<file path="src/rtl/cascade_counter.sv">
module cascade_counter #(
  parameter int STAGES = 3
) (
  input  logic                  clk,
  input  logic                  clr_n,
  input  logic                  load_n,
  input  logic                  cnt_par,
  input  logic                  cnt_trk,
  input  logic [4*STAGES-1:0]   din,
  output logic [4*STAGES-1:0]   q,
  output logic [STAGES-1:0]     stage_tc,
  output logic                  tc_out
);
  localparam int W = 4 * STAGES;

  logic [STAGES-1:0] trk;

  genvar k;
  generate
    for (k = 0; k < STAGES; k++) begin : g_stage
      logic [3:0] nib;

      if (k == 0) begin : g_first
        assign trk[k] = cnt_trk;
      end else begin : g_next
        assign trk[k] = stage_tc[k-1];
      end

      always_ff @(posedge clk) begin
        if (!clr_n)
          nib <= 4'h0;
        else if (!load_n)
          nib <= din[4*k +: 4];
        else if (cnt_par && trk[k])
          nib <= nib + 4'h1;
      end

      assign stage_tc[k]  = trk[k] & (&nib);
      assign q[4*k +: 4]  = nib;
    end
  endgenerate

  assign tc_out = stage_tc[STAGES-1];
endmodule


</file>
<file path="config.mk">
export PLATFORM = sky130hd
export DESIGN_NAME = cascade_counter
export DESIGN_NICKNAME = d
export VERILOG_FILES = /design/src/rtl/cascade_counter.sv
export SDC_FILE = /design/constraint.sdc
export NUM_CORES = 1
export LEC_CHECK = 0
export BUFFER_PORTS_ARGS = -buffer_cell sky130_fd_sc_hd__buf_2
export CORE_MARGIN = 5
export CORE_UTILIZATION = 44
export DETAILED_ROUTE_END_ITERATION = 12
export PLACE_DENSITY = 0.88
export SLEW_MARGIN = 10
export SYNTH_ARGS = -nofsm -noshare
export SYNTH_HDL_FRONTEND = slang
export SYNTH_SLANG_ARGS = --single-unit
</file>
<file path="constraint.sdc">
create_clock -name clk -period 2.1 [get_ports clk]
set_clock_uncertainty 0.1 [all_clocks]
set_input_delay 0.21 -clock clk [delete_from_list [all_inputs] [get_ports clk]]
set_output_delay 0.21 -clock clk [all_outputs]
set_load 0.02 [all_outputs]
</file>
After elaboration in Yosys (flattened, before gate mapping). Index checks and enable logic that the tools add are counted.

Flip-flop bits (word level): 12. Memory bits (writable): 0. Latch bits: 0. Memories kept: 0. Input bits: 17. Output and inout port bits: 16. Bits in read-only memories: 0.

Shifts and indexed selects: 0. Reductions and logical operators: 6. Muxes and demuxes: 6. Equal/unequal tests: 3. Div/mod/pow operators: 0. Bitwise logic cells: 3. Multiply operators: 0. Order comparisons: 0. Add/sub/neg operators: 3.

Operators with widths (number): 2-to-1 mux 4 bit (6); adder 4 x 1 -> 4 bit (second input constant) (3); AND reduction 4 bit (3); != test 2 x 1 -> 1 bit (second input constant) (3); bitwise AND 1 bit (3); logical AND 1 bit (3).

Longest topological paths before layout.
Depth in word-level cells: 6. Depth in mapped cells: 5.

Worst setup path after synthesis. OpenSTA, ideal clock, no wires.

Path type: flip-flop to output port. From: register g_stage[0].nib[0]. To: output stage_tc[2]. Arrival time: 1.810 ns. Stages on the path, launching flop included: 6. Setup slack: -0.020 ns. Buffers on the path: 1. Path through: dfxtp_1 ha_1 nand4_4 nor2_1 and4_1 buf_4.

Longest elaborated chain between the ends: 4.

Ends and longest elaborated chain: start: declaration (line 21) `logic [3:0] nib;`; start signal: assignment (line 33) `nib <= din[4*k +: 4];`; start signal: assignment (line 35) `nib <= nib + 4'h1;`; AND reduction 4 bit (line 38) `assign stage_tc[k] = trk[k] & (&nib);`; bitwise AND 1 bit (2 in a row) (line 38); via stage_tc[1] (line 11) `output logic [STAGES-1:0] stage_tc,`; bitwise AND 1 bit (line 38); end: declaration (line 11).

The timed path passes the listed nets, and every way through them passes these cells.

Worst setup path in the final report.
From: register g_stage[0].nib[0]. To: output tc_out.

Longest elaborated chain between the ends: 4.

Ends and longest elaborated chain: AND reduction 4 bit (line 38); bitwise AND 1 bit (3 in a row) (line 38); end: declaration (line 12) `output logic tc_out`.

Every way passes these cells.

==> out/summary.json <==
{
  "dr_total_vias": {"value": 734},
  "synth-seq-cells": {"value": 12},
  "design_area": {"value": 874.6, "unit": "um2"},
  "grtUsageMet3": {"value": 0.06728},
  "synth_fp_nets": {"value": 102},
  "setup_violators_final": {"value": 0},
  "num-nets-final": {"value": 135},
  "timing.critical_path.fanout_max": {"value": 10},
  "port_buffers": {"value": 32},
  "hold_viol": {"value": 0},
  "detailed_place.area": {"value": 838.3, "unit": "um2"},
  "ys_warn_count": {"value": 0},
  "total_core_area": {"value": 0.001489, "unit": "mm2"},
  "drt_pass1_iterations": {"value": 4},
  "hold_path.class": {"value": "in -> reg"},
  "max_clock_freq": {"value": 0.5149, "unit": "GHz"},
  "cts.hold.buffers_added": {"value": 0},
  "clock_tree_from_tritoncts": {"value": "built"},
  "max_flop_register": {"value": "g_stage.nib"},
  "total_congestion_overflow": {"value": 0},
  "power.density": {"value": 628.5, "unit": "mW/mm2"},
  "cts_max_level": {"value": 1},
  "syn2layout_area_growth": {"value": 29.44, "unit": "%"},
  "biggest_area_contributors_in_the_synthesized_netlist": {"value": "sky130_fd_sc_hd__dfxtp_1, sky130_fd_sc_hd__o21ai_0, sky130_fd_sc_hd__a31oi_1, sky130_fd_sc_hd__ha_1, sky130_fd_sc_hd__nand3_1"},
  "worst-setup-path-type": {"value": "reg -> out"},
  "max-slew-margin-rel": {"value": 0.7557},
  "run_status": {"value": "complete, no violations"},
  "syn_area_per_cell": {"value": 8.240, "unit": "um2"},
  "detail_route.wl_per_cell": {"value": 13.49, "unit": "um"},
  "final-max-slew-violation-count": {"value": 0},
  "worst_ir_drop_vdd": {"value": 0.3675, "unit": "mV"},
  "grt_use_met2": {"value": 0.2296},
  "multi_input_logic_area": {"value": 402.9, "unit": "um2"},
  "cts_made_buffers": {"value": 3},
  "via_per_inst": {"value": 5.646},
  "tritoncts_num_sinks": {"value": 12},
  "max-clock-path-buffers": {"value": 2},
  "drive_above_1_share": {"value": 0.3509},
  "drt.antenna.violating_nets": {"value": 0},
  "max_cap_violations": {"value": 0},
  "cellLeakagePower": {"value": 0.3871, "unit": "nW"},
  "hpwlAfterDp": {"value": 1355, "unit": "um"},
  "worstPathArrival": {"value": 1.63, "unit": "ns"},
  "crit_path_max_incr_delay": {"value": 0.40, "unit": "ns"},
  "die_height": {"value": 49.19, "unit": "um"},
  "largest_register_ffs": {"value": 12},
  "post_cts_sizing": {"value": 0},
  "yosys.cell_types.count": {"value": 24},
  "final_period_minus_worst_setup_slack": {"value": 1.942, "unit": "ns"},
  "num_io_pins": {"value": 33},
  "post-cts-setup-buffer-count": {"value": 0},
  "worstSetupStartpointType": {"value": "flip-flop"},
  "n_antenna_cell": {"value": 0},
  "post-route-drc-count": {"value": 0},
  "synth_largest_type_area_fraction": {"value": 0.3556},
  "gp_congestion": {"value": 0.8356},
  "grt_antenna_before_repair": {"value": 0},
  "worstPathCellList": {"value": "ha_1 -> nand4_4 -> nor2_2 -> and4_1 -> buf_2"},
  "root_buffer": {"value": "sky130_fd_sc_hd__clkbuf_4"},
  "max_slew.worst_pin.slew": {"value": 0.3665, "unit": "ns"},
  "setup_repair_after_global_routing_missed_its_margin": {"value": "no"},
  "grt.busiest_layer": {"value": "met2"},
  "n_fill_cell": {"value": 147},
  "synthCells": {"value": 82},
  "grt_start_max_net_pins": {"value": 25},
  "final_core_utilization": {"value": 0.5874},
  "reg.largest.list": {"value": "g_stage.nib x12"},
  "synth.yosys.seq_area_share": {"value": 0.3556},
  "dp_worst_setup_slack": {"value": 0.4129, "unit": "ns"},
  "fin_crit_sh": {"value": 0.9249},
  "route.final.wire_length": {"value": 1754, "unit": "um"},
  "core.rowCount": {"value": 14},
  "synth_area": {"value": 675.6, "unit": "um2"},
  "crit_path_end_kind": {"value": "output pin"},
  "fp.dieArea": {"value": 0.002419, "unit": "mm2"},
  "later_pin_clock_latency_in_the_skew_report": {"value": 0.27, "unit": "ns"},
  "die_width": {"value": 49.19, "unit": "um"},
  "worst-endpoint-required": {"value": 1.79, "unit": "ns"},
  "setup-tns-final": {"value": 0, "unit": "ns"},
  "grt_util_met1": {"value": 0.1827},
  "grt_first_pass_wirelength": {"value": 2925, "unit": "um"},
  "post-layout-total-power": {"value": 549.7, "unit": "uW"},
  "regArea": {"value": 240.2, "unit": "um2"},
  "path_clk_slew": {"value": 0.08, "unit": "ns"},
  "critical-path-slowest-cell": {"value": "sky130_fd_sc_hd__dfxtp_1"},
  "initial_drc_count": {"value": 13},
  "yosysTopAreaCell": {"value": "sky130_fd_sc_hd__dfxtp_1"},
  "start_util": {"value": 0.4538},
  "setup_ws": {"value": 0.1578, "unit": "ns"},
  "first_global_vias": {"value": 656},
  "grt_use_total": {"value": 0.1463}
}
## critical path, delay by kind of cell (launching register included)
kind | cells | cell delay, ns
AND/OR/NAND/NOR | 3 | 0.55
flip-flops | 1 | 0.40
adder cells (fa/ha/maj) | 1 | 0.25
buffers and inverters | 1 | 0.16
## final cells by class
type,instances,area share
inverters,4,0.01717
multi-input cells,62,0.4607
clock buffers,4,0.04149
well taps,16,0.02289
repair buffers,32,0.1831
flip-flops and latches,12,0.2747
## synth_stat cells, drive strengths merged
master  number
o21ai       14
dfxtp       12
a31oi        7
nand3        7
nor2         5
or3          5
inv          4
a311oi       3
clkbuf       3
ha           3
nand2        3
nand4        3
o31ai        3
or4          3
a211oi       1
a21oi        1
and3         1
and4         1
buf          1
xnor2        1
xor2         1
## worst paths after layout
path                                                       end                            from  depth (start not counted)  slack (ns)
worst max-delay path                                    tc_out  g_stage[0].nib[0]$_SDFFE_PN0P_                          5        0.16
worst min-delay path            g_stage[1].nib[0]$_SDFFE_PN0P_                          din[4]                          3        0.11
worst max register to register  g_stage[1].nib[3]$_SDFFE_PN0P_  g_stage[0].nib[0]$_SDFFE_PN0P_                          4        0.40
worst min register to register  g_stage[2].nib[3]$_SDFFE_PN0P_  g_stage[2].nib[3]$_SDFFE_PN0P_                          2        0.41
## through the flow
stage | instances | hold slack [ns]
6_report | 130 | 0.1103
5_1_grt | 130 | 0.1067
2_1_floorplan | 82 | 0.2483
3_3_place_gp | 126 | 0.3830
4_1_cts | 130 | 0.1067
3_5_place_dp | 126 | 0.3964
## kinds of logic (layout without fill, tap and decap cells)
family	Yosys count	in the layout	share of synthesized area
buf+inv	8	40	0.05185
compound gates	29	29	0.2593
fa+ha+maj	3	3	0.05556
xor+xnor	2	2	0.02593
simple gates	28	28	0.2518
flops	12	12	0.3556
## power by group
part / leakage, nW / total [mW] / internal (mW) / switching [mW]
clock network: 0.0210 / 0.185 / 0.105 / 0.0799
logic: 0.266 / 0.0993 / 0.0397 / 0.0596
registers: 0.0999 / 0.265 / 0.244 / 0.0212
## layout by cell type (no fill, tap or decap), types with 4 or more instances in the layout
| cell type | instances |
|---|---|
| sky130_fd_sc_hd__inv_1 | 4 |
| sky130_fd_sc_hd__dfxtp_1 | 12 |
| sky130_fd_sc_hd__a31oi_1 | 7 |
| sky130_fd_sc_hd__o21ai_0 | 14 |
| sky130_fd_sc_hd__nand3_1 | 7 |
| sky130_fd_sc_hd__buf_2 | 32 |
| sky130_fd_sc_hd__nor2_1 | 4 |
## routing by layer
metal	up-vias	wire length, um
met3	0	161
met2	27	791
met4	0	0
met5	-	0
met1	328	801
li1	379	-
Note: power is estimated with default switching activity, not from simulation.
